**src/rtl/fcd_pkg.sv**
```systemverilog
package fcd_pkg;

    localparam int AW = 16;
    localparam int DW = 16;
    localparam int CMP_W = 15;

    localparam logic [CMP_W-1:0] KEY_ADDR_A = 15'h5555;
    localparam logic [CMP_W-1:0] KEY_ADDR_B = 15'h2AAA;
    localparam logic [DW-1:0]    KEY_DATA_A = 16'hAAAA;
    localparam logic [DW-1:0]    KEY_DATA_B = 16'h5555;
    localparam logic [DW-1:0]    CMD_PROG   = 16'hA0A0;
    localparam logic [DW-1:0]    CMD_ID_ON  = 16'h9090;
    localparam logic [DW-1:0]    CMD_ID_OFF = 16'hF0F0;
    localparam logic [DW-1:0]    MFR_CODE   = 16'h001F;
    localparam logic [DW-1:0]    DEV_CODE   = 16'h0026;

    typedef enum logic [1:0] {
        KEY_IDLE,
        KEY_ONE,
        KEY_TWO
    } key_state_e;

    typedef enum logic [2:0] {
        EV_NONE,
        EV_STEP,
        EV_PROG,
        EV_ID_ON,
        EV_ID_OFF,
        EV_STRAY
    } key_event_e;

    typedef struct packed {
        logic [CMP_W-1:0] addr;
        logic [DW-1:0]    data;
    } wr_word_t;

    function automatic logic is_word(wr_word_t w, logic [CMP_W-1:0] a, logic [DW-1:0] d);
        return (w.addr == a) && (w.data == d);
    endfunction

endpackage

```
**src/rtl/fcd_key_tracker.sv**
```systemverilog
module fcd_key_tracker
    import fcd_pkg::*;
(
    input  logic       clk,
    input  logic       rst,
    input  logic       wr_stb,
    input  wr_word_t   wr,
    input  logic       hold,
    output key_event_e evt
);

    key_state_e state, nxt;
    logic first_ok, second_ok, final_addr_ok;

    always_comb begin
        first_ok      = is_word(wr, KEY_ADDR_A, KEY_DATA_A);
        second_ok     = is_word(wr, KEY_ADDR_B, KEY_DATA_B);
        final_addr_ok = (wr.addr == KEY_ADDR_A);
    end

    always_comb begin
        nxt = state;
        evt = EV_NONE;
        if (hold) begin
            nxt = KEY_IDLE;
        end else if (wr_stb) begin
            unique case (state)
                KEY_IDLE: begin
                    if (first_ok) begin
                        nxt = KEY_ONE;
                        evt = EV_STEP;
                    end else begin
                        evt = EV_STRAY;
                    end
                end
                KEY_ONE: begin
                    if (second_ok) begin
                        nxt = KEY_TWO;
                        evt = EV_STEP;
                    end else if (first_ok) begin
                        nxt = KEY_ONE;
                        evt = EV_STEP;
                    end else begin
                        nxt = KEY_IDLE;
                        evt = EV_STRAY;
                    end
                end
                KEY_TWO: begin
                    nxt = KEY_IDLE;
                    if (final_addr_ok && wr.data == CMD_PROG) begin
                        evt = EV_PROG;
                    end else if (final_addr_ok && wr.data == CMD_ID_ON) begin
                        evt = EV_ID_ON;
                    end else if (final_addr_ok && wr.data == CMD_ID_OFF) begin
                        evt = EV_ID_OFF;
                    end else if (first_ok) begin
                        nxt = KEY_ONE;
                        evt = EV_STEP;
                    end else begin
                        evt = EV_STRAY;
                    end
                end
                default: nxt = KEY_IDLE;
            endcase
        end
    end

    always_ff @(posedge clk) begin
        if (rst) state <= KEY_IDLE;
        else     state <= nxt;
    end


    hold_idle_chk: assert property (@(posedge clk) disable iff (rst)
        hold |=> (state == KEY_IDLE));


    restart_chk: assert property (@(posedge clk) disable iff (rst)
        (wr_stb && !hold && first_ok) |=> (state == KEY_ONE));

endmodule

```
**src/rtl/fcd_mode_ctrl.sv**
```systemverilog
module fcd_mode_ctrl
    import fcd_pkg::*;
#(
    parameter int SETTLE_CYC = 16
) (
    input  logic       clk,
    input  logic       rst,
    input  key_event_e evt,
    input  logic       prog_done,
    output logic       loading,
    output logic       load_en,
    output logic       stray_wr,
    output logic       id_mode
);

    localparam int CNT_W = (SETTLE_CYC > 1) ? $clog2(SETTLE_CYC) : 1;
    localparam logic [CNT_W-1:0] CNT_LOAD = CNT_W'(SETTLE_CYC - 1);

    logic             pend;
    logic             tgt;
    logic [CNT_W-1:0] cnt;
    logic             id_cmd;

    always_comb id_cmd = (evt == EV_ID_ON) || (evt == EV_ID_OFF);

    always_ff @(posedge clk) begin
        if (rst) begin
            loading  <= 1'b0;
            load_en  <= 1'b0;
            stray_wr <= 1'b0;
            id_mode  <= 1'b0;
            pend     <= 1'b0;
            tgt      <= 1'b0;
            cnt      <= '0;
        end else begin
            load_en  <= (evt == EV_PROG);
            stray_wr <= (evt == EV_STRAY);
            if (evt == EV_PROG)  loading <= 1'b1;
            else if (prog_done)  loading <= 1'b0;
            if (id_cmd) begin
                pend <= 1'b1;
                tgt  <= (evt == EV_ID_ON);
                cnt  <= CNT_LOAD;
            end else if (pend) begin
                if (cnt == '0) begin
                    id_mode <= tgt;
                    pend    <= 1'b0;
                end else begin
                    cnt <= cnt - 1'b1;
                end
            end
        end
    end


    load_pulse_chk: assert property (@(posedge clk) disable iff (rst)
        load_en |=> !load_en);


    load_arms_chk: assert property (@(posedge clk) disable iff (rst)
        load_en |-> loading);


    done_clears_chk: assert property (@(posedge clk) disable iff (rst)
        (prog_done && loading) |=> !loading);


    excl_pulse_chk: assert property (@(posedge clk) disable iff (rst)
        stray_wr |-> !load_en);


    id_settle_chk: assert property (@(posedge clk) disable iff (rst)
        (!pend && !id_cmd) |=> $stable(id_mode));

endmodule

```
**src/rtl/fcd_id_rom.sv**
```systemverilog
module fcd_id_rom
    import fcd_pkg::*;
(
    input  logic          id_mode,
    input  logic [AW-1:0] rd_addr,
    output logic          id_hit,
    output logic [DW-1:0] id_data
);

    always_comb begin
        id_hit  = id_mode && (rd_addr[AW-1:1] == '0);
        id_data = '0;
        if (id_hit) id_data = rd_addr[0] ? DEV_CODE : MFR_CODE;
    end

endmodule

```
**src/rtl/flash_unlock_decoder.sv**
```systemverilog
module flash_unlock_decoder
    import fcd_pkg::*;
#(
    parameter int SETTLE_CYC = 16
) (
    input  logic          clk,
    input  logic          rst,
    input  logic          wr_stb,
    input  logic [AW-1:0] wr_addr,
    input  logic [DW-1:0] wr_data,
    input  logic          prog_done,
    input  logic [AW-1:0] rd_addr,
    output logic          load_en,
    output logic          stray_wr,
    output logic          id_mode,
    output logic          id_hit,
    output logic [DW-1:0] id_data
);

    wr_word_t   wr;
    key_event_e evt;
    logic       loading;
    logic       unused_addr_hi;

    always_comb begin
        wr.addr        = wr_addr[CMP_W-1:0];
        wr.data        = wr_data;
        unused_addr_hi = wr_addr[AW-1];
    end

    fcd_key_tracker u_key (
        .clk    (clk),
        .rst    (rst),
        .wr_stb (wr_stb),
        .wr     (wr),
        .hold   (loading),
        .evt    (evt)
    );

    fcd_mode_ctrl #(.SETTLE_CYC(SETTLE_CYC)) u_mode (
        .clk       (clk),
        .rst       (rst),
        .evt       (evt),
        .prog_done (prog_done),
        .loading   (loading),
        .load_en   (load_en),
        .stray_wr  (stray_wr),
        .id_mode   (id_mode)
    );

    fcd_id_rom u_rom (
        .id_mode (id_mode),
        .rd_addr (rd_addr),
        .id_hit  (id_hit),
        .id_data (id_data)
    );


    id_hit_mode_chk: assert property (@(posedge clk) disable iff (rst)
        id_hit |-> id_mode);


    no_stray_loading_chk: assert property (@(posedge clk) disable iff (rst)
        (wr_stb && loading) |=> !stray_wr && !load_en);

endmodule

```
**config.mk**
```make
export PLATFORM = sky130hd
export DESIGN_NAME = flash_unlock_decoder
export DESIGN_NICKNAME = d
export VERILOG_FILES = /design/src/rtl/fcd_pkg.sv /design/src/rtl/fcd_key_tracker.sv /design/src/rtl/fcd_mode_ctrl.sv /design/src/rtl/fcd_id_rom.sv /design/src/rtl/flash_unlock_decoder.sv
export SDC_FILE = /design/constraint.sdc
export NUM_CORES = 1
export LEC_CHECK = 0
export ABC_AREA = 0
export BUFFER_PORTS_ARGS = -buffer_cell sky130_fd_sc_hd__buf_4
export CAP_MARGIN = 40
export CORE_MARGIN = 5
export CORE_UTILIZATION = 35
export CTS_CLUSTER_DIAMETER = 30
export DETAILED_ROUTE_END_ITERATION = 16
export PLACE_DENSITY = 0.78
export REMOVE_ABC_BUFFERS = 1
export SYNTH_ARGS = -nofsm -noshare
export SYNTH_HDL_FRONTEND = slang
export SYNTH_HIERARCHICAL = 1
export SYNTH_SLANG_ARGS = --single-unit
```
**constraint.sdc**
```tcl
create_clock -name clk -period 2.4 [get_ports clk]
set_input_delay 0.48 -clock clk [delete_from_list [all_inputs] [get_ports clk]]
set_output_delay 0.48 -clock clk [all_outputs]
set_load 0.1 [all_outputs]
```
Word-level counts from Yosys, hierarchy flattened

Cells that the tools add are included.

Logic and storage cells: 66
Output and inout port bits: 20
Bits in registers: 12
Input bits: 52

Eq/ne operators: 15
Reductions and logical operators: 16
Add/subtract/negate cells: 1
Multiplexer cells: 25
Bitwise operators: 1

Operators by type and width:

| operator                                          | count |
|---|---|
| == test 16 bit (second input constant)            | 4 |
| two-way mux 3 bit                                 | 7 |
| == test 16 x 15 -> 1 bit (second input constant)  | 1 |
| two-way mux 16 bit                                | 1 |
| == test 15 x 14 -> 1 bit (second input constant)  | 1 |
| == test 15 bit (second input constant)            | 1 |
| logical NOT 15 bit                                | 1 |
| two-way mux 4 bit                                 | 3 |
| one-hot mux 3 bit (3 select lines)                | 1 |
| two-way mux 2 bit                                 | 4 |
| two-way mux 1 bit                                 | 7 |
| == test 3 x 2 -> 1 bit (second input constant)    | 2 |
| == test 3 bit (second input constant)             | 2 |
| logical AND 1 bit                                 | 6 |
| two-way mux 6 bit                                 | 1 |
| one-hot mux 2 bit (3 select lines)                | 1 |
| logical NOT 4 bit                                 | 1 |
| != test 2 x 1 -> 1 bit (second input constant)    | 2 |
| AND reduction 2 bit                               | 2 |
| nonzero test 2 bit                                | 2 |
| subtractor 4 x 1 -> 4 bit (second input constant) | 1 |
| AND reduction 3 bit                               | 1 |
| == test 2 x 1 -> 1 bit (second input constant)    | 1 |
| == test 2 bit (second input constant)             | 1 |
| other kinds (4)                                   | 4 |

Logic depth before layout (Yosys ltp)

Gate-level depths: netlist (run 1).

Word-level depth: 13
Mapped depth: 8
Depth with buffers taken out: 8

Cells and area by module

The synthesis (run 1) kept the hierarchy.

Modules (own cells, without submodules):

| module          | seq. area each (um2) | area an instance (um2) | instances | cells an instance |
|---|---|---|---|---|
| fcd_key_tracker | 40.0                 | 476.7                  | 1         | 53 |
| fcd_mode_ctrl   | 200.2                | 407.9                  | 1         | 44 |
| fcd_id_rom      | 0.0                  | 182.7                  | 1         | 24 |

Worst setup path after synthesis (run 1)

Ideal clock, no wire load.

Path type: reg-to-output
Start point: reg u_mode.id_mode
End point: out id_data[3]
Data arrival time: 3.250 ns
Path buffers: 1
Path slack: -1.330 ns
Cell stages (with the launch flop): 5
Required time: 1.920 ns
Path through: dfxtp_1 nor4b_2 nand4_1 nor2_1 buf_4

Longest elaborated chain between the ends: 2

RTL lines:

| what                   | RTL line                   | source |
|---|---|---|
| from (decl)            | fcd_mode_ctrl.sv:13        | `output logic id_mode` |
| from (signal assigned) | fcd_mode_ctrl.sv:46        | `id_mode <= tgt;` |
| logical AND 1 bit      | fcd_id_rom.sv:11           | `id_hit = id_mode && (rd_addr[AW-1:1] == '0);` |
| two-way mux 16 bit     | fcd_id_rom.sv:13           | `if (id_hit) id_data = rd_addr[0] ? DEV_CODE : MFR_CODE;` |
| to (decl)              | flash_unlock_decoder.sv:17 | `output logic [DW-1:0] id_data` |

No other way between the ends.

Worst setup path in the final report (run 1)

Start point: in rd_addr[12]
End point: out id_data[4]

Longest elaborated chain between the ends: 3

RTL lines:

| what               | RTL line                   | source |
|---|---|---|
| from (decl)        | flash_unlock_decoder.sv:12 | `input logic [AW-1:0] rd_addr,` |
| logical NOT 15 bit | fcd_id_rom.sv:11           |  |
| logical AND 1 bit  | fcd_id_rom.sv:11           |  |
| two-way mux 16 bit | fcd_id_rom.sv:13           |  |

No other way between the ends.

==> results of run 1 <==
area by class of cell:
type / instances / area [um^2] / share of cell area [%]
multi-input combinational: 95 / 721.9 / 47.69
timing repair buffer: 61 / 457.9 / 30.25
clock buffer: 3 / 22.52 / 1.488
sequential: 12 / 240.2 / 15.87
inverter: 8 / 30.03 / 1.983
tap: 33 / 41.29 / 2.727
report_power, final:
part	switching [W]	leakage (nW)	internal, W
logic	0.000125	0.592	0.0000843
clock network	0.0000544	0.0138	0.0000577
registers	0.00000570	0.0980	0.000208
worst max-delay path: stages:
cell,delay (ps)
buf_4,110
nor4_2,250
nand4_1,170
nor2_1,190
buf_4,330
synthesized netlist by cell type (all sizes together):
| cell type | count |
|---|---|
| nor3b | 4 |
| o21bai | 1 |
| a21oi | 12 |
| a31o | 1 |
| a31oi | 1 |
| nand2 | 2 |
| and4 | 5 |
| o21ai | 4 |
| mux2 | 1 |
| and4bb | 8 |
| inv | 8 |
| o31ai | 1 |
| xnor2 | 1 |
| or4b | 1 |
| dfxtp | 12 |
| a21o | 1 |
| and2b | 1 |
| a21boi | 1 |
| conb | 1 |
| nor3 | 3 |
| nor4 | 6 |
| nor4bb | 2 |
| nand2b | 2 |
| and3 | 2 |
| o41ai | 1 |
| ha | 1 |
| nor2b | 2 |
| buf | 14 |
| nor2 | 5 |
| nand4 | 7 |
| and3b | 1 |
| nor4b | 4 |
| o21a | 1 |
| clkbuf | 1 |
| and4b | 3 |
per-layer routing:
layer / share of wire (%) / global-route usage, % / vias up / routed length, um
met4: 0.29 / 2.332 / 0 / 8
met2: 45 / 20.48 / 55 / 1213
met3: 16 / 5.812 / 2 / 430
met5: 0 / 0 / - / 0
li1: - / - / 559 / -
met1: 39 / 14.67 / 489 / 1060
sequential cells by signal, summed over array words and instances (netlist names):
register and flops:
u_key/state 2, u_mode/cnt 4, u_mode/id_mode 1, u_mode/load_en 1, u_mode/loading 1, u_mode/pend 1
u_mode/stray_wr 1, u_mode/tgt 1
cell families after synthesis:
family	count (synthesis)
multiplexers	1
buffers and inverters	23
flip-flops	12
other	1
XOR/XNOR	1
adder cells (fa/ha/maj)	1
AND/OR/NAND/NOR	58
AO/OA/AOI/OAI	24
worst max path at each step:
stage                      to  slack [ps]  depth (start not counted)
3_3_place_gp   u_mode/id_mode         130                          9
6_report           id_data[4]         390                          5
5_1_grt        u_mode/id_mode         200                          9
2_1_floorplan      id_data[0]       -3200                          3
4_1_cts            id_data[0]         360                          5
3_5_place_dp   u_mode/id_mode         130                          9
metrics by stage:
stage	util, %	hold slack, ps	setup TNS (ps)	total power [W]	worst slack (ps)
floorplan	-	440.9	-14080	0.0003378	-3198
global placement	50.08	461.6	0	0.0004249	134.2
detailed placement	50.08	473.7	0	0.0004269	128.3
CTS	50.84	456.0	0	0.0005387	355.4
global route	50.84	453.2	0	0.0005681	201.1
finish	50.84	461.9	0	0.0005350	385.7
==> metrics, run 1 <==
Adder-Cell Fraction of Synth Area=roughly 1.2%; reg-to-reg slack, setup=approximately 590 ps; Root Driver=clkbuf_4; Die Y=about 65 um; simple-gate share of the synthesized area=between 40% and 50%; fillcell total=around 300; total grt overflow=0; Hold/Removal Path Class=in2reg; # diodes=0; gr usage total=between 10% and 20%; post-route minimum period=~2000 ps; Fmax=496.4 MHz; mean post-synth cell area=8.820 um^2; io pins=72; Final nets=around 230; initial antenna violation count=0; sequential fraction of the synthesis area=between 20% and 30%; Num CTS Buffers=3; DR WL/cell=approximately 13 um; area grow syn2layout=41.85%; Compound-Gate Fraction of Synth Area=13.95%; initial DRC count=34; DRT antenna net count=0; CTS tree=built; most common cell after layout, fill and taps aside=buf_4; largest net degree at the start of global routing=12; number of synthesized register bits=12; worst flop-to-flop path startpoint=u_key/state[0]; CTS H-tree depth=1; reg2reg path depth=8; CP Launch Type=primary input; critical path type=in2out; Post-Synthesis Cells=roughly 120; combinational family with the most area after synthesis=simple AND/OR/NAND/NOR gates; area share of the leading cell type in the synthesized netlist=22.51%; Peak VDD IR=about 0.00011 V; dominant cell type by area after synthesis=dfxtp_1; synth unique cells=42; final worst-path cycle share=a little over four fifths; Hold Startpoint=rst; Initial Utilization=between 30% and 40%; PD cells=roughly 350 nW/um^2; worst skew pair latency=260 ps; Longest Clk Path Bufs=2; clk_skew=about 6.3 ps; Synth Area in XOR/XNOR=less than 1%; # port buffers=60; proportion of layout cells with a drive suffix above 1=about 45%; first-pass GRT wire length=~4.3 mm; Final Instance Area=around 1500 um^2; Detailed Routing Iterations Pass 1=4; hold path depth=2; RD Place Congestion=approximately 0.77; core area=2978 um^2; Die Area=around 4300 um^2; Die W=around 65 um; Worst Setup SP=rd_addr[12]; vias in the first global route=~1000; Post-CTS Setup Bufs=0; synth top area cells=dfxtp_1 23%, buf_4 9.8%, and4bb_1 5.9%, a21oi_1 5.6%, nor4_2 4.7%; mapped cell area=1067 um^2; Worst Path Max Fanout=3; RR Endpoint=u_mode/id_mode; Routed WL=around 2.7 mm; outcome=completed; clock sinks=12; Leak=approximately 0.70 nW; CTS resizes=0; endpoints failing setup=0; # rows=20; Worst EP required=1920 ps; max_cap viols=0; DP HPWL=around 2.4 mm; Reg clk slew, reported paths=roughly 70 ps; placed cell count=around 210; Worst setup EP type=output pin; count of pins over their slew limit=0; post-synthesis mux area share=~1.1%; CTS Hold Bufs=0; Arrival @ worst endpoint=between 1500 and 2000 ps; Ys Warns=6; vias=about 1100; unrepaired setup endpoints after global routing=false; Placed Area=~1500 um^2; commonest non-fill, non-tap cells in the layout=61 x buf_4, 12 x a21oi_1, 12 x dfxtp_1; Hold EP=u_mode/cnt[1]; final cell count without fillers=~210; Via density=around 5.2; final hold vios=0; drt drc=0
Power figures use the tool's default switching activity.
==> inputs of run 2 (changes only) <==
- ABC_AREA: 0 -> 1
- PLACE_DENSITY: 0.78 -> 0.74
- clock period: 2.4 -> 2 ns (I/O delays scaled with it)
==> run 2 against run 1 <==
Effect of this change: synthesized cell count grew 100%; sequential power grew 23%; worst setup slack got worse by 180 ps; clock skew down 4.4 ps; worst hold slack worse by 66 ps; final area grew 20%; critical path depth increased by 2; critical path type is now reg2out.
==> metrics, run 2 <==
outcome=completed; mapped cell area=between 1000 and 1500 um^2; slowest stage cell, crit path=dfxtp_1; DP HPWL=just under 3 mm; most common cell after layout, fill and taps aside=nand2_1; sequential fraction of the synthesis area=between 10% and 20%; clock share of power=between 30 and 40%; Longest Clk Path Bufs=2; DRT antenna net count=0; fillcell total=around 390; Fmax=between 500 and 600 MHz; Die Area=5083 um^2; Die W=71.30 um; Root Driver=clkbuf_8; Routed WL=between 3 and 4 mm; Hold/Removal Path Class=in2reg; initial DRC count=40; synth top area cells=nand2_1 19%, dfxtp_1 18%, nor2_1 16%, inv_1 11%, buf_4 8.0%; final core occ=approximately half; Logic pwr share=a little under two fifths; area grow syn2layout=38.63%; Reg clk slew, reported paths=roughly 50 ps; # rows=22; vias in the first global route=approximately 1400; max reg flops=4; largest reg by FF count=u_mode/cnt; Leak=0.9447 nW; worst skew pair latency=230 ps; Post-Synthesis Cells=roughly 250; critical path type=reg2out; Worst EP required=around 1600 ps; final hold vios=0; Final nets=360; largest net degree at the start of global routing=9; final worst-path cycle share=between 80% and 90%; synth unique cells=22; number of synthesized register bits=12; critical path, cell by cell=inv_1 -> nor2_1 -> nand2_1 -> nor2_1 -> nand2_1 -> nor2_2 -> buf_6; worst stage delay on the critical path=approximately 350 ps; area share of the leading cell type in the synthesized netlist=18.55%; DR WL/cell=roughly 9.3 um; drt drc=0; # diodes=0; Internal=roughly 0.00054 W; core area=3661 um^2; Design Power=0.0008383 W; CTS tree=built; dpl ws=roughly 95 ps; Detailed Routing Iterations Pass 1=4; PD cells=between 400 and 500 nW/um^2; WP buf/inv=2; Arrival @ worst endpoint=1390 ps; CP top delay family=simple AND/OR/NAND/NOR gates; multi-input logic area=~850 um^2; Hold Worst Slack=between 300 and 400 ps; count of pins over their slew limit=0; Peak VDD IR=approximately 0.00017 V; post-route minimum period=1790 ps; Regs by FF count=u_mode/cnt (4), u_key/state (2); EDFF count, synth=0; initial antenna violation count=0; CTS Hold Bufs=0; dominant cell type by area after synthesis=nand2_1; Async SR Flop Fraction=0%; max_cap viols=0; endpoints failing setup=0; P_sw=between 0.0003 and 0.0004 W; Via density=roughly 4.4; PnR worst setup slack=209.9 ps; CP Launch Type=flip-flop; Post-synth top cells=65 x nand2_1, 56 x nor2_1, 38 x inv_1, 19 x nand3_1, 14 x buf_4; Ys Warns=6; mean post-synth cell area=5.324 um^2; RD Place Congestion=around 0.80; commonest non-fill, non-tap cells in the layout=65 x nand2_1, 57 x buf_4, 55 x nor2_1; Register Area=~240 um^2; vias=roughly 1500; Initial Utilization=35.92%; Switching Fraction=a little over a third; Worst setup EP type=output pin; sequential share of power=between 30% and 40%; # port buffers=60; proportion of layout cells with a drive suffix above 1=between 20% and 30%; total grt overflow=0; Post-CTS Setup Bufs=0; commonest register cell after synthesis=dfxtp_1; gr usage total=12.29%; clock sinks=12; io pins=between 70 and 80; Num CTS Buffers=3; first-pass GRT wire length=5.416 mm; CTS H-tree depth=1; Die Y=between 70 and 80 um; Worst Path Max Fanout=3; top-count cell post-synth=nand2_1; clk_skew=1.956 ps
run 2: cell types whose count changed after synthesis, sizes merged, moves of 8 or more:
cell / change
nor2: +59
nand2: +66
inv: +33
nand3: +19
and4bb: -8
run 2: metrics by stage:
step	TNS (ps)	cells	area (um^2)
floorplan	-15610	242	1244
global placement	0	350	1754
detailed placement	0	350	1754
CTS	0	354	1809
global route	-0.7953	354	1823
finish	0	354	1823
run 2: power groups by stage:
stage               Clock, W  Combinational (W)  Sequential, W
detailed placement         0           0.000319       0.000268
global placement           0           0.000317       0.000268
floorplan                  0           0.000193       0.000279
global route        0.000273           0.000352       0.000265
finish              0.000255           0.000320       0.000263
CTS                 0.000263           0.000320       0.000263
run 2: layer usage:
layer	vias to the layer above	track usage [%]	routed length [um]
li1	851	-	-
met1	633	14.15	1402
met2	55	22.76	1547
met3	2	3.086	330
met4	0	2.505	15
met5	-	0	0
run 2: worst register-to-register path, stage by stage (launching register included):
cell,delay [ps]
dfxtp_1,410
nand2_1,60
nand3b_1,160
nor2_1,130
nand2_1,60
nand3_1,60
a21oi_1,80
inv_1,90
nand3_1,110
nand2_2,130
inv_2,70
nand3_1,60
nand2_1,50
nor2_1,80
run 2: final timing paths:
| kind | startpoint | to | slack, ps | cells after the start |
|---|---|---|---|---|
| setup / recovery | u_mode/id_mode | id_data[4] | 210 | 7 |
| hold / removal | rst | u_mode/cnt[1] | 400 | 2 |
| setup reg to reg | u_key/state[0] | u_mode/cnt[3] | 410 | 13 |
| hold reg to reg | u_mode/tgt | u_mode/tgt | 450 | 2 |
run 2: area by class of cell:
type | count | share of cell area, %
multi-input cells | 189 | 46.74
well taps | 48 | 3.294
inverters | 41 | 8.442
repair buffers | 60 | 25.33
clock buffers | 4 | 3.020
flip-flops and latches | 12 | 13.18
run 2: logic make-up (layout without fill, tap and decap cells):
group,Yosys count,after routing,synth area share (%)
simple gates,166,166,55.38
flops,12,12,18.27
buf+inv,55,105,19.70
fa+ha+maj,1,1,0.9513
compound gates,12,12,5.424
other cells,1,10,0.2852
run 2: what timing repair did:
| item | CTS | global route |
|---|---|---|
| resized for setup | 0 | 4 |
| endpoints found under the hold margin | 0 | 0 |
| setup endpoints to repair | 0 | 3 |
==> inputs of run 3 (changes only) <==
- CORE_UTILIZATION: 35 -> 36
- PLACE_DENSITY: 0.74 -> 0.76
==> run 3 against run 2 <==
Effect of this change: final cell count decreased by 0.28%; critical path depth unchanged; clock skew decreased by 1.5 ps; combinational power about the same; worst hold slack got worse by 3.7 ps; clock-buffer cell count decreased by 1; largest power group unchanged; non-clock buffer count unchanged; via count increased by 0.13%; total power decreased by 5.9%; global-route usage increased by 0.38 points.
==> metrics, run 3 (same netlist as run 2, synthesis figures left out) <==
DRT antenna net count=0; Num CTS Buffers=3; Peak VDD IR=between 0.00015 and 0.0002 V; commonest non-fill, non-tap cells in the layout=65 x nand2_1, 60 x buf_4, 56 x nor2_1; Via density=around 4.4; Switching Fraction=~37%; Worst setup EP type=output pin; final cell count without fillers=353; CP Launch Type=flip-flop; Worst EP required=1600 ps; Leak=just over 0.9 nW; proportion of layout cells with a drive suffix above 1=between 20% and 30%; Design Power=~0.00079 W; clock share of power=a little over a quarter; PD cells=roughly 440 nW/um^2; initial DRC count=42; Logic pwr share=roughly 40%; critical path type=reg2out; vias in the first global route=between 1000 and 1500; Longest Clk Path Bufs=2; Routed WL=3.134 mm; gr usage total=12.66%; Die Area=a little under 5000 um^2; final core occ=between 40% and 50%; outcome=completed; Arrival @ worst endpoint=~1400 ps; DR WL/cell=8.878 um; Detailed Routing Iterations Pass 1=4; drt drc=0; # port buffers=60; RD Place Congestion=between 0.8 and 0.9; unrepaired setup endpoints after global routing=false; Fmax=roughly 550 MHz; area grow syn2layout=36.54%; clock sinks=12; most common cell after layout, fill and taps aside=nand2_1; worst skew pair latency=230 ps; vias=~1500; CTS H-tree depth=1; multi-input logic area=849.6 um^2; final worst-path cycle share=between 90% and 100%; Initial Utilization=about 36%; placed cell count=350; CTS resizes=0; Regs by FF count=u_mode/cnt (4), u_key/state (2); Worst Path Max Fanout=3; max reg flops=4; Die Y=approximately 70 um; clk_skew=about 0.44 ps; initial antenna violation count=0; Final nets=360; CTS Hold Bufs=0; Die W=between 70 and 80 um; critical path, cell by cell=inv_1 -> nor2_1 -> nand2_1 -> nor2_1 -> nand2_1 -> nor2_1 -> buf_4; Register Area=between 200 and 250 um^2; count of pins over their slew limit=0; Hold/Removal Path Class=in2reg; worst stage delay on the critical path=about 340 ps; Post-CTS Setup Bufs=0; sequential share of power=between 30% and 40%; Root Driver=clkbuf_8; core area=between 3000 and 4000 um^2; DP HPWL=approximately 2.8 mm; Internal=~0.0005 W; final hold vios=0; CTS tree=built; Reg clk slew, reported paths=about 50 ps; largest reg by FF count=u_mode/cnt; total grt overflow=0; CP dominant cell by count=nor2_1; # diodes=0; fillcell total=between 300 and 400; post-route minimum period=roughly 1800 ps; P_sw=roughly 0.0003 W; first-pass GRT wire length=~5.3 mm; slowest stage cell, crit path=dfxtp_1; endpoints failing setup=0; largest net degree at the start of global routing=9; # rows=22; io pins=just over 70; dpl ws=between 60 and 70 ps; max_cap viols=0; PnR worst setup slack=~180 ps
## run 3: cell types whose count changed in the layout (fill, tap and decap cells not counted)
cell	delta
nor2_2	-1
buf_4	+3
clkbuf_8	-1
nor2_1	+1
buf_6	-3
## run 3: cell type report
type	instances	area share [%]
clock buffer	3	2.300
sequential	12	13.38
tap	48	3.345
multi-input combinational	189	47.32
timing repair buffer	60	25.09
inverter	41	8.571
## run 3: final timing paths
path | from | endpoint | slack, ps | depth (start not counted)
min | rst | u_mode/pend | 390 | 2
min reg2reg | u_mode/tgt | u_mode/tgt | 450 | 2
max | u_mode/id_mode | id_data[3] | 180 | 7
max reg2reg | u_key/state[0] | u_mode/cnt[3] | 410 | 13
## run 3: metal layers
metal / wire, um / global-route usage [%]
met5: 0 / 0
met4: 41 / 5.106
met3: 275 / 2.878
met2: 1457 / 22.04
met1: 1359 / 14.79
## run 3: stage by stage
stage	instance area (um^2)	TNS, ps	hold slack [ps]
after global placement	1754	0	440.5
after global routing	1795	0	390.9
after floorplan	1244	-15610	426.9
after detailed placement	1754	0	446.6
final	1795	0	391.8
after CTS	1795	0	389.1
## run 3: power by group through the flow
| stage | Clock, W | Combinational [W] | Sequential [W] |
|---|---|---|---|
| 4_1_cts | 0.000215 | 0.000319 | 0.000263 |
| 3_5_place_dp | 0 | 0.000319 | 0.000268 |
| 6_report | 0.000207 | 0.000318 | 0.000263 |
| 5_1_grt | 0.000222 | 0.000350 | 0.000265 |
| 2_1_floorplan | 0 | 0.000193 | 0.000279 |
| 3_3_place_gp | 0 | 0.000315 | 0.000267 |
## run 3: critical path: cells and delay by family (launching register included)
kind | cells | cell delay [ps]
flops | 1 | 340
simple gates | 5 | 470
buf+inv | 2 | 370
